$ cat config.mk
export PLATFORM = sky130hd
export DESIGN_NAME = stream_circuit_switch
export DESIGN_NICKNAME = d
export VERILOG_FILES = /design/src/rtl/stream_circuit_switch.sv
export SDC_FILE = /design/constraint.sdc
export NUM_CORES = 1
export LEC_CHECK = 0
export BUFFER_PORTS_ARGS = -buffer_cell sky130_fd_sc_hd__buf_2
export CELL_PAD_IN_SITES_DETAIL_PLACEMENT = 2
export CELL_PAD_IN_SITES_GLOBAL_PLACEMENT = 2
export CORE_ASPECT_RATIO = 0.75
export CORE_UTILIZATION = 27
export CTS_CLUSTER_DIAMETER = 200
export DETAILED_ROUTE_END_ITERATION = 8
export GPL_TIMING_DRIVEN = 0
export HOLD_SLACK_MARGIN = 0.02
export PLACE_DENSITY_LB_ADDON = 0.1
export RECOVER_POWER = 50
export SLEW_MARGIN = 20
export SYNTH_ARGS = -nofsm -noshare
export SYNTH_HDL_FRONTEND = slang
export SYNTH_SLANG_ARGS = --single-unit
$ cat constraint.sdc
create_clock -name clk -period 4.1 [get_ports clk]
set_clock_uncertainty 0.1 [all_clocks]
set_input_delay 0.82 -clock clk [delete_from_list [all_inputs] [get_ports clk]]
set_output_delay 0.82 -clock clk [all_outputs]
set_load 0.005 [all_outputs]
$ cat src/rtl/stream_circuit_switch.sv
module stream_circuit_switch #(
  parameter int DW      = 32,
  parameter int NLR     = 2,
  parameter int NRL     = 2,
  parameter int IDW     = 4,
  parameter int NODE_ID = 1
) (
  input  logic              clk,
  input  logic              rst,
  input  logic [DW-1:0]     loc_in_data,
  input  logic [1:0]        loc_in_type,
  input  logic              loc_in_valid,
  output logic              loc_in_ready,
  input  logic [NLR*DW-1:0] lr_in_data,
  input  logic [NLR*2-1:0]  lr_in_type,
  input  logic [NLR-1:0]    lr_in_valid,
  output logic [NLR-1:0]    lr_in_ready,
  input  logic [NRL*DW-1:0] rl_in_data,
  input  logic [NRL*2-1:0]  rl_in_type,
  input  logic [NRL-1:0]    rl_in_valid,
  output logic [NRL-1:0]    rl_in_ready,
  output logic [NLR*DW-1:0] lr_out_data,
  output logic [NLR*2-1:0]  lr_out_type,
  output logic [NLR-1:0]    lr_out_valid,
  input  logic [NLR-1:0]    lr_out_ready,
  output logic [NRL*DW-1:0] rl_out_data,
  output logic [NRL*2-1:0]  rl_out_type,
  output logic [NRL-1:0]    rl_out_valid,
  input  logic [NRL-1:0]    rl_out_ready,
  output logic [DW-1:0]     loc_out_data,
  output logic [1:0]        loc_out_type,
  output logic              loc_out_valid,
  input  logic              loc_out_ready,
  output logic [NLR-1:0]    lr_busy,
  output logic [NRL-1:0]    rl_busy,
  output logic              loc_busy
);
  localparam int S   = 1 + NLR + NRL;
  localparam int O   = NLR + NRL + 1;
  localparam int LOC = NLR + NRL;
  localparam int SW  = $clog2(S);
  localparam int OW  = $clog2(O);
  localparam logic [1:0] T_HDR = 2'b01;
  localparam logic [1:0] T_END = 2'b10;
  localparam logic [IDW-1:0] MY_ID = IDW'(NODE_ID);

  function automatic logic [1:0] want_grp(input logic [DW-1:0] w);
    if (w[IDW-1:0] > MY_ID) return 2'd0;
    if (w[IDW-1:0] < MY_ID) return 2'd1;
    return 2'd2;
  endfunction

  function automatic logic [1:0] out_grp(input int o);
    if (o < NLR) return 2'd0;
    if (o < LOC) return 2'd1;
    return 2'd2;
  endfunction

  logic [DW-1:0] s_data [S];
  logic [1:0]    s_type [S];
  logic [1:0]    s_grp  [S];
  logic [S-1:0]  s_valid, s_ready, hreq, act;
  logic [OW-1:0] sel    [S];

  logic [DW-1:0] o_data [O];
  logic [1:0]    o_type [O];
  logic [O-1:0]  o_valid, o_ready, busy;
  logic [SW-1:0] owner  [O];

  logic [SW-1:0] rr     [3];
  logic [2:0]    fr_any, gnt_v;
  logic [OW-1:0] fr_idx [3];
  logic [SW-1:0] gnt_s  [3];

  assign s_data[0]    = loc_in_data;
  assign s_type[0]    = loc_in_type;
  assign s_valid[0]   = loc_in_valid;
  assign loc_in_ready = s_ready[0];

  for (genvar i = 0; i < NLR; i++) begin : g_lr
    assign s_data[1+i]     = lr_in_data[i*DW +: DW];
    assign s_type[1+i]     = lr_in_type[i*2 +: 2];
    assign s_valid[1+i]    = lr_in_valid[i];
    assign lr_in_ready[i]  = s_ready[1+i];
    assign lr_out_data[i*DW +: DW] = o_data[i];
    assign lr_out_type[i*2 +: 2]   = o_type[i];
    assign lr_out_valid[i] = o_valid[i];
    assign o_ready[i]      = lr_out_ready[i];
  end

  for (genvar i = 0; i < NRL; i++) begin : g_rl
    assign s_data[1+NLR+i]  = rl_in_data[i*DW +: DW];
    assign s_type[1+NLR+i]  = rl_in_type[i*2 +: 2];
    assign s_valid[1+NLR+i] = rl_in_valid[i];
    assign rl_in_ready[i]   = s_ready[1+NLR+i];
    assign rl_out_data[i*DW +: DW] = o_data[NLR+i];
    assign rl_out_type[i*2 +: 2]   = o_type[NLR+i];
    assign rl_out_valid[i]  = o_valid[NLR+i];
    assign o_ready[NLR+i]   = rl_out_ready[i];
  end

  assign loc_out_data  = o_data[LOC];
  assign loc_out_type  = o_type[LOC];
  assign loc_out_valid = o_valid[LOC];
  assign o_ready[LOC]  = loc_out_ready;

  assign lr_busy  = busy[NLR-1:0];
  assign rl_busy  = busy[LOC-1:NLR];
  assign loc_busy = busy[LOC];

  for (genvar s = 0; s < S; s++) begin : g_req
    assign hreq[s]  = s_valid[s] && !act[s] && s_type[s] == T_HDR;
    assign s_grp[s] = want_grp(s_data[s]);
  end

  for (genvar o = 0; o < O; o++) begin : g_xbar
    assign o_data[o] = s_data[owner[o]];
    assign o_type[o] = s_type[owner[o]];
  end

  always_comb begin
    for (int o = 0; o < O; o++) begin
      o_valid[o] = busy[o] && s_valid[owner[o]];
      if (o == LOC && s_type[owner[o]] == T_HDR) o_valid[o] = 1'b0;
    end
    for (int s = 0; s < S; s++) begin
      if (!act[s])
        s_ready[s] = s_type[s] != T_HDR;
      else if (sel[s] == OW'(LOC) && s_type[s] == T_HDR)
        s_ready[s] = 1'b1;
      else
        s_ready[s] = o_ready[sel[s]];
    end
  end

  always_comb begin
    int idx;
    for (int g = 0; g < 3; g++) begin
      fr_any[g] = 1'b0;
      fr_idx[g] = '0;
      for (int o = O - 1; o >= 0; o--) begin
        if (out_grp(o) == 2'(g) && !busy[o]) begin
          fr_any[g] = 1'b1;
          fr_idx[g] = OW'(o);
        end
      end
      gnt_v[g] = 1'b0;
      gnt_s[g] = '0;
      for (int k = 0; k < S; k++) begin
        idx = int'(rr[g]) + k;
        if (idx >= S) idx = idx - S;
        if (!gnt_v[g] && fr_any[g] && hreq[idx] && s_grp[idx] == 2'(g)) begin
          gnt_v[g] = 1'b1;
          gnt_s[g] = SW'(idx);
        end
      end
    end
  end

  always_ff @(posedge clk) begin
    if (rst) begin
      act  <= '0;
      busy <= '0;
      for (int g = 0; g < 3; g++) rr[g] <= '0;
      for (int s = 0; s < S; s++) sel[s] <= '0;
      for (int o = 0; o < O; o++) owner[o] <= '0;
    end else begin
      for (int s = 0; s < S; s++) begin
        if (act[s] && s_valid[s] && s_ready[s] && s_type[s] == T_END) begin
          act[s]       <= 1'b0;
          busy[sel[s]] <= 1'b0;
        end
      end
      for (int g = 0; g < 3; g++) begin
        if (gnt_v[g]) begin
          act[gnt_s[g]]    <= 1'b1;
          sel[gnt_s[g]]    <= fr_idx[g];
          busy[fr_idx[g]]  <= 1'b1;
          owner[fr_idx[g]] <= gnt_s[g];
          rr[g] <= (int'(gnt_s[g]) == S - 1) ? '0 : gnt_s[g] + 1'b1;
        end
      end
    end
  end


  hdr_consumed_chk: assert property (@(posedge clk) disable iff (rst)
    loc_out_valid |-> loc_out_type != T_HDR);

  for (genvar s = 0; s < S; s++) begin : g_src_chk

    release_chk: assert property (@(posedge clk) disable iff (rst)
      (act[s] && s_valid[s] && s_ready[s] && s_type[s] == T_END)
      |=> (!act[s] && !busy[$past(sel[s])]));

    blocked_hold_chk: assert property (@(posedge clk) disable iff (rst)
      (hreq[s] && !fr_any[s_grp[s]]) |=> !act[s]);
  end

  for (genvar o = 0; o < O; o++) begin : g_out_chk

    stall_hold_chk: assert property (@(posedge clk) disable iff (rst)
      (o_valid[o] && !o_ready[o]) |=> (busy[o] && $stable(owner[o])));

    owner_link_chk: assert property (@(posedge clk) disable iff (rst)
      busy[o] |-> (act[owner[o]] && sel[owner[o]] == OW'(o)));
  end
endmodule

==> results of run 1 <==
metrics by stage:
stage / total power, mW / worst slack (ps)
4_1_cts: 14.82 / -48.62
3_5_place_dp: 12.67 / -1482
5_1_grt: 17.31 / -244.3
6_report: 16.60 / -181.0
3_3_place_gp: 12.32 / -1504
2_1_floorplan: 8.162 / 5.388
layout make-up:
type                       instances  area [µm²]
antenna                            9       22.52
buffer                           168       783.3
sequential                        49        1271
multi-input combinational       1597       12090
fill                            5771       30600
clock inverter                     3       65.06
inverter                          53       225.2
tap                              648       810.8
clock buffer                       5       125.1
timing repair buffer             463        2700
layout by cell type, fill, tap and decap left out, drive strengths merged, types with 7 or more instances in the layout:
master,n
or2,7
clkbuf,148
mux2i,366
o21ai,48
a21boi,9
xnor2,12
inv,49
nor2b,23
xor2,7
nor2,260
nor3,37
nand3,34
nand2b,24
and2,9
or3,14
a21oi,225
or4,7
buf,487
nand4,13
a31oi,10
o211ai,13
edfxtp,29
and3,10
a211oi,15
nand2,75
nor4,10
mux4,8
diode,9
ha,39
dfxtp,20
o22ai,184
sequential cells by signal (all words and copies together) (netlist names):
| signal | count |
|---|---|
| act | 5 |
| busy | 5 |
| owner | 15 |
| rr | 9 |
| sel | 15 |
metal layers:
metal  part of all wire, %  vias up
met5                 0.031        -
met4                   2.0        4
met3                   6.0      105
met2                    44      721
met1                    48     9385
li1                      -     7982
what timing repair did:
item	in CTS	in global routing
setup endpoints to repair	79	64
hold endpoints to repair	0	0
setup buffers	67	46
resized for setup	134	144
pin swaps	34	38
kinds of logic after synthesis:
kind of cell | share of synthesized area, %
XOR/XNOR | 1.307
buffers and inverters | 6.759
AO/OA/AOI/OAI | 28.08
AND/OR/NAND/NOR | 21.42
adder cells (fa/ha/maj) | 3.666
flip-flops | 9.551
multiplexers | 29.22
worst min-delay path by stage:
stage	startpoint	to	slack, ps	cells past startpoint
finish	sel[1][1]$_SDFFE_PP0P_	sel[1][1]$_SDFFE_PP0P_	480	2
global route	sel[1][1]$_SDFFE_PP0P_	sel[1][1]$_SDFFE_PP0P_	500	2
CTS	sel[1][1]$_SDFFE_PP0P_	sel[1][1]$_SDFFE_PP0P_	450	2
detailed placement	sel[1][1]$_SDFFE_PP0P_	sel[1][1]$_SDFFE_PP0P_	430	2
global placement	sel[1][1]$_SDFFE_PP0P_	sel[1][1]$_SDFFE_PP0P_	430	2
floorplan	sel[1][1]$_SDFFE_PP0P_	sel[1][1]$_SDFFE_PP0P_	380	2
critical path, stage by stage (launching register included):
cell,delay [ps]
edfxtp_1,560
clkinvlp_4,170
buf_8,150
ha_4,140
inv_4,30
ha_4,160
a21oi_4,210
mux2i_4,310
nor2_1,60
a311oi_1,220
or3_1,180
buf_6,130
o21ai_4,110
buf_6,140
o22a_1,230
a21oi_4,250
clkinv_4,160
or4_4,560
o311ai_1,100
nor2b_1,210
power by group:
| part | total (mW) | leakage [nW] | internal (mW) | switching [mW] |
|---|---|---|---|---|
| clock | 0.546 | 0.0938 | 0.349 | 0.197 |
| sequential | 1.08 | 0.472 | 0.803 | 0.272 |
| combinational | 15.0 | 6.80 | 5.94 | 9.03 |
| total | 16.6 | 7.36 | 7.09 | 9.50 |
==> summary.md, run 1 <==
| Metric | Value |
|---|---|
| Final worst path period need | ~4300 ps |
| Initial antenna violation count | 11 |
| Unrepaired setup endpoints after global routing | yes |
| Ys async rst share | 0% |
| Setup CP Type | register to register |
| IO Pins | between 300 and 400 |
| Arrival time worst endpoint | 4400 ps |
| Synthesized Nets | 2092 |
| Leakage | 7.364 nW |
| Post-DP Area | 0.01590 mm² |
| Fraction of layout cells with a size suffix above 1 | ~29% |
| Mapped Cells | 1871 |
| Post-Syn Area per Cell | 7.114 µm² |
| DRT Wirelength | 87760 µm |
| DRC Markers | 0 |
| Clk buf depth | 2 |
| Slew @ Worst Pin | 1160 ps |
| Finished Layout Cells | 2995 |
| Final WS setup | -181.0 ps |
| Grt total ovfl | 0 |
| Top-area cell type share of the netlist area | 27.52% |
| First DRT Iteration DRCs | 1257 |
| Worst min-delay path category | register to register |
| CTS Buf Count | 5 |
| CTS tree | yes |
| PwrDens | approximately 920 mW/mm² |
| First-pass GRT wire length | 125000 µm |
| DRT Pass-1 Iters | 6 |
| Slew HR | between 20% and 30% |
| Die Ht | 194.3 µm |
| Post-synthesis sequential area ratio | 9.551% |
| Flop2flop setup slack | -180 ps |
| Area leader, netlist | mux2i_1 |
| Post-synth top flop | edfxtp_1 |
| Largest net degree at the start of global routing | 16 |
| Clock sinks | between 40 and 50 |
| Endpoints failing hold | 0 |
| Fin area | around 0.018 mm² |
| Vias in the first global route | between 15000 and 20000 |
| Commonest cells post-synth | mux2i_1, nor2_1, a21oi_1, o22ai_1, clkbuf_1 |
| # setup viols final | 14 |
| Area contributors post-synth | mux2i_1, o22ai_1, a21oi_1 |
| Grt met1 use | 48.75% |
| Horiz. Die Dim | 258.4 µm |
| Critical path fanouts, max | 6 |
| Reg2reg path depth | 19 |
| VDD IR max | 0.0003463 V |
| Die Area | 0.05020 mm² |
| Final #Nets | about 2600 |
| Post-route setup TNS | -908.6 ps |
| CP Capture Point | sel[1][0]$_SDFFE_PP0P_ |
| RR Endpoint | sel[1][0]$_SDFFE_PP0P_ |
| Worst Setup Start Kind | register |
| Count leader, synth | mux2i_1 |
| Area growth from synthesis to layout | 35.94% |
| # placed instances | 2870 |
| Yosys reg bits | 49 |
| Post-route ant nets | 0 |
| Core Footprint | around 0.049 mm² |
| Status | finished, violations left |
| GR Util met3 | 3.673% |
| Htree depth | 2 |
| CTS Root Cell | clkbuf_16 |
| Final core occ | 37.16% |
| Wire per inst | 29.30 µm |
| Buffers on Ports | 349 |
| CP Capture Type | register |
| Max frequency | 0.2336 GHz |
| Met2 Usage GRT | 50.33% |
| Global placement routability congestion | 0.9172 |
| Gr usage total | between 30% and 40% |
| Library cells used by synthesis | 107 |
| Post-cts hold buffer count | 0 |
| Via density | 6.076 |
| Synth Cell Area | 0.01331 mm² |
| Hold_ws | 475.8 ps |
| Crit Reg-Reg Startpoint | rr[0][4]$_SDFFCE_PP0P_ |
| Failing checks | negative setup slack |
| CP required | roughly 4200 ps |
| Period utilisation layout | 104.4% |
| EDFF count, synth | 29 |
| Synthesis Warnings | 0 |
| Slew Limit Fails | 0 |
| Via count | roughly 18000 |
| DP HPWL | ~66000 µm |
| Most used routing layer | met2 |
| Max-Cap Viols | 0 |
| Initial Utilization | 27.33% |
| Reg clk slew, reported paths | about 70 ps |
| FP Rows | 70 |
| Worst setup path startpoint | rr[0][4]$_SDFFCE_PP0P_ |
| Clk_lat worst skew | 290 ps |
No activity file was read; power rests on OpenSTA's default activity.
==> run 2, diff against run 1 <==
CTS_BUF_LIST = sky130_fd_sc_hd__clkbuf_8   (was default)
CTS_CLUSTER_SIZE = 14   (was default)
RECOVER_POWER = 100   (was 50)
==> summary.md, run 2 (same netlist as run 1, synthesis figures left out) <==
| Metric | Value |
|---|---|
| CTS Buf Count | 5 |
| CP required | 4040 ps |
| Post-DP Area | 0.01590 mm² |
| Area growth from synthesis to layout | 36.30% |
| Delay-heaviest family, CP | simple AND/OR/NAND/NOR gates |
| Crit path buffers/inverters | 5 |
| Initial antenna violation count | 11 |
| Slew HR | 22.40% |
| Unrepaired setup endpoints after global routing | yes |
| Clock power share | 2.6% |
| DP HPWL | 66080 µm |
| Horiz. Die Dim | 258.4 µm |
| Reported net switching power | 9.626 mW |
| Worst Setup Start Kind | register |
| Initial Utilization | 27.33% |
| Period utilisation layout | 105.5% |
| Leakage | 7.429 nW |
| Max frequency | 0.2312 GHz |
| Via count | 18150 |
| Worst min-delay path category | register to register |
| DRC Markers | 0 |
| Final #Nets | 2568 |
| IO Pins | 367 |
| Flop pwr share | 6.4% |
| Critical path cell sequence | buf_6, buf_6, clkinvlp_4, ha_4, a211oi_4, mux2i_2, buf_4, mux2i_2, and4_4, o21ai_4, or2_4, a2bb2oi_4, o311ai_4, inv_2, nor4b_4, or3_1 |
| Core Footprint | ~0.049 mm² |
| Clk buf depth | 2 |
| Critical path fanouts, max | 6 |
| First-pass GRT wire length | roughly 130000 µm |
| Comb power frac | 91.0% |
| Endpoints failing hold | 0 |
| Post-route ant nets | 0 |
| Arrival time worst endpoint | approximately 4300 ps |
| Global placement routability congestion | 0.9172 |
| Status | finished, violations left |
| Via density | a little over 6 |
| CP Capture Type | register |
| Max-Cap Viols | 0 |
| Commonest non-fill, non-tap cell in the layout | mux2i_1 |
| Most frequent cells in the layout | mux2i_1, buf_2, nor2_1 |
| Slowest-stage cell, CP | o311ai_4 |
| VDD IR max | 0.0003764 V |
| Htree depth | 2 |
| Buffers on Ports | 349 |
| Switching Fraction | 57.29% |
| Die Ht | around 190 µm |
| PwrDens | between 900 and 1000 mW/mm² |
| DRT Wirelength | around 89000 µm |
| Failing checks | negative setup slack |
| Final WS setup | -225.1 ps |
| Fin area | about 0.018 mm² |
| Die Area | 0.05020 mm² |
| FP Rows | 70 |
| Largest net degree at the start of global routing | 16 |
| Post-route setup TNS | -1860 ps |
| DRT Pass-1 Iters | 5 |
| Slew Limit Fails | 0 |
| Slew @ Worst Pin | 1164 ps |
| Setup CP Type | register to register |
| Fraction of layout cells with a size suffix above 1 | 30.20% |
| Largest registers | owner: 15 flops, sel: 15 flops, rr: 9 flops |
| Vias in the first global route | about 19000 |
| Final worst path period need | 4325 ps |
| Post-cts hold buffer count | 0 |
| Clock sinks | 49 |
| First DRT Iteration DRCs | roughly 1500 |
| Wire per inst | around 29 µm |
| Gr usage total | 32.84% |
| Reg clk slew, reported paths | about 110 ps |
| # setup viols final | 20 |
| CTS tree | yes |
| Max incr delay on CP | 410 ps |
| Clk_lat worst skew | 330 ps |
| Int Power | 7.177 mW |
| Grt total ovfl | 0 |
| CTS Root Cell | clkbuf_8 |
[run 2: stage by stage]
step                      cells  power [mW]  hold slack (ps)  util, %  worst slack (ps)
after detailed placement   2870       12.67            433.9    32.64             -1482
after CTS                  2951       14.90            463.4    35.32            -147.7
after global placement     2868       12.32            428.5    32.58             -1504
after global routing       3003       17.55            506.1    37.25            -334.7
final                      3005       16.80            460.5    37.26            -225.1
after floorplan            1871       8.162            376.8        -             5.388
[run 2: worst reg2reg max path, delay by kind of cell, from the launching register on]
family / cells / cell delay [ps]
buf+inv: 5 / 690
simple gates: 4 / 1110
flops: 1 / 400
fa+ha+maj: 1 / 290
mux: 2 / 510
compound gates: 4 / 950
[run 2: final timing paths]
check	startpoint	end	slack (ps)	cells after the start
max	rr[0][8]$_SDFFCE_PP0P_	sel[0][2]$_SDFFCE_PN0P_	-230	16
min	sel[1][1]$_SDFFE_PP0P_	sel[1][1]$_SDFFE_PP0P_	460	2
max reg2reg	rr[0][8]$_SDFFCE_PP0P_	sel[0][2]$_SDFFCE_PN0P_	-230	16
min reg2reg	sel[1][1]$_SDFFE_PP0P_	sel[1][1]$_SDFFE_PP0P_	460	2
[run 2: area by class of cell]
class	instances	area, µm²
antenna	9	22.52
buffer	167	774.5
clock buffer	5	68.82
clock inverter	3	65.06
fill	5779	30550
inverter	53	227.7
multi-input combinational	1598	12120
sequential	49	1271
tap	648	810.8
timing repair buffer	473	2780
[run 2: metal layers]
metal	wire length (µm)	global-route usage, %	share of wire [%]	up-vias
met3	5270	3.176	6.0	92
met1	42380	49.22	48	9357
met2	39110	50.38	44	710
met5	27	0	0.031	-
met4	1727	6.334	2.0	4
li1	-	-	-	7991
[run 2: power by group through the flow]
stage / registers, mW / logic (mW) / clock network, mW
after floorplan: 0.952 / 7.21 / 0
after global placement: 1.10 / 11.2 / 0
after detailed placement: 1.10 / 11.6 / 0
after CTS: 1.06 / 13.4 / 0.426
after global routing: 1.09 / 16.0 / 0.453
final: 1.08 / 15.3 / 0.436
[run 2: timing repair]
item | in CTS | in global routing
gates cloned | 1 | 0
setup buffers | 75 | 49
resized for setup | 138 | 157
endpoints found under the setup margin | 83 | 81
pin swaps | 33 | 59
==> run 3, diff against run 2 <==
PLACE_DENSITY = 0.77   (was default)
PLACE_DENSITY_LB_ADDON = default   (was 0.1)
==> summary.md, run 3 (same netlist as run 1, synthesis figures left out) <==
| Metric | Value |
|---|---|
| Worst min-delay path category | register to register |
| Grt total ovfl | 0 |
| Horiz. Die Dim | 258.4 µm |
| # placed instances | around 2900 |
| DRC Markers | 0 |
| Post-cts hold buffer count | 0 |
| PwrDens | 926.4 mW/mm² |
| Final WS setup | -297.5 ps |
| CTS Buf Count | 5 |
| DR top layer | met5 |
| Initial Utilization | 27.33% |
| Global placement routability congestion | approximately 0.94 |
| Final #Nets | 2553 |
| DP HPWL | ~65000 µm |
| CP Capture Type | register |
| # setup viols final | 25 |
| Die Area | 0.05020 mm² |
| Core Footprint | 0.04870 mm² |
| CTS Root Cell | clkbuf_8 |
| Setup CP Type | register to register |
| Flop2flop setup slack | -300 ps |
| Post-route setup TNS | -3289 ps |
| VDD IR max | about 0.00037 V |
| Most frequent cells in the layout | mux2i_1, buf_2, nor2_1 |
| Unrepaired setup endpoints after global routing | yes |
| Slew HR | 27.88% |
| Via density | roughly 6.4 |
| Htree depth | 2 |
| Critical path fanouts, max | 5 |
| Hold Path Depth | 2 |
| Worst Setup Start Kind | register |
| Initial antenna violation count | 18 |
| Failing checks | negative setup slack |
| Reg clk slew, reported paths | 120 ps |
| Arrival time worst endpoint | 4360 ps |
| Worst setup path startpoint | rr[0][7]$_SDFFCE_PP0P_ |
| Commonest non-fill, non-tap cell in the layout | mux2i_1 |
| Post-route ant nets | 0 |
| Endpoints failing hold | 0 |
| IO Pins | between 300 and 400 |
| Clk_lat worst skew | 340 ps |
| Slew Limit Fails | 0 |
| Reg2reg path depth | 14 |
| Fillers | 5760 |
| Largest net degree at the start of global routing | 17 |
| Final worst path period need | 4398 ps |
| CP required | 4060 ps |
| Die Ht | between 150 and 200 µm |
| DRT Pass-1 Iters | 5 |
| Finished Layout Cells | 2996 |
| Post-DP Area | 0.01588 mm² |
| Clk buf depth | 2 |
| Pre-CTS setup slack | -1188 ps |
| Fraction of layout cells with a size suffix above 1 | 29.23% |
| FP Rows | 70 |
| Clock sinks | 49 |
| First-pass GRT wire length | 127900 µm |
| CTS tree | yes |
| Via count | 19090 |
| First DRT Iteration DRCs | 1833 |
| Met1 Wirelength | 39120 µm |
| Storage cell area | 0.001271 mm² |
| Buffers on Ports | roughly 350 |
| Max-Cap Viols | 0 |
| Largest registers | owner: 15 flops, sel: 15 flops, rr: 9 flops |
| Min-Delay Startpoint | sel[1][1]$_SDFFE_PP0P_ |
| Vias in the first global route | between 15000 and 20000 |
| Max frequency | 0.2274 GHz |
| Area growth from synthesis to layout | 35.48% |
| Leakage | 7.323 nW |
| Status | finished, violations left |
| Routed wl met3 | 7629 µm |
| Slew @ Worst Pin | around 1100 ps |
| RR Endpoint | sel[0][2]$_SDFFCE_PN0P_ |
| Period utilisation layout | 107.3% |
| Gr usage total | 33.24% |
| DRT Wirelength | around 92000 µm |
| Wire per inst | 30.85 µm |
| Crit Reg-Reg Startpoint | rr[0][7]$_SDFFCE_PP0P_ |
| Metal2 WL | 41790 µm |
| Fin area | 0.01803 mm² |
| Multi-input logic area | 0.01213 mm² |
| Hold Path Sink | sel[1][1]$_SDFFE_PP0P_ |
## run 3: cell types whose count changed in the layout (fill, tap and decap cells not counted), sizes merged
cell           delta
buf              -19
bufinv            -1
clkbuf            +3
clkdlybuf4s15     +1
clkinv            +1
clkinvlp          -1
diode             +6
inv               +1
## run 3: critical path, stage by stage, from the launching register on
cell	delay, ps
edfxtp_1	550
buf_6	200
ha_4	180
a211oi_4	370
mux2i_4	380
mux2i_1	320
and4_4	290
o21ai_4	90
or2_4	280
a2bb2oi_4	150
o311ai_4	400
inv_2	150
nor4b_4	360
buf_6	180
or3_4	120
## run 3: power by group
part / total, mW / switching, mW / internal, mW
Combinational: 15.3 / 9.38 / 5.87
Sequential: 1.05 / 0.253 / 0.802
Clock: 0.400 / 0.216 / 0.184
Total: 16.7 / 9.85 / 6.85
## run 3: worst max path at each step
stage               cells after the start                       to  slack, ps
floorplan                              19   rr[0][5]$_SDFFCE_PP0P_          5
global placement                       12  sel[0][2]$_SDFFCE_PN0P_      -1550
detailed placement                     11  sel[0][2]$_SDFFCE_PN0P_      -1190
CTS                                    16  sel[0][2]$_SDFFCE_PN0P_       -100
global route                           16   rr[0][2]$_SDFFCE_PP0P_       -360
finish                                 14  sel[0][2]$_SDFFCE_PN0P_       -300
## run 3: stage by stage
| stage | total power, mW | util, % | hold WS, ps |
|---|---|---|---|
| after floorplan | 8.162 | - | 376.8 |
| after global placement | 12.06 | 32.58 | 418.1 |
| after detailed placement | 12.51 | 32.61 | 425.1 |
| after CTS | 14.38 | 35.17 | 455.2 |
| after global routing | 17.29 | 37.02 | 480.1 |
| final | 16.71 | 37.03 | 467.6 |
## run 3: area by class of cell
class / instances / area share, %
Antenna cell: 15 / 0.2082
Buffer: 167 / 4.281
Clock buffer: 5 / 0.3816
Clock inverter: 3 / 0.2429
Inverter: 53 / 1.353
Multi-Input combinational cell: 1598 / 67.27
Sequential cell: 49 / 7.050
Tap cell: 648 / 4.496
Timing Repair Buffer: 458 / 14.72
## run 3: per-layer routing
metal	track usage, %	vias to the layer above
met3	6.170	235
met4	11.46	10
met2	51.54	1094
met1	45.72	9775
met5	0	-
li1	-	7978
## run 3: what timing repair did
item | CTS | global route
endpoints found under the setup margin | 87 | 80
gates resized for setup | 130 | 159
pin swaps | 27 | 43
gates cloned | 1 | 0
setup buffers | 67 | 42
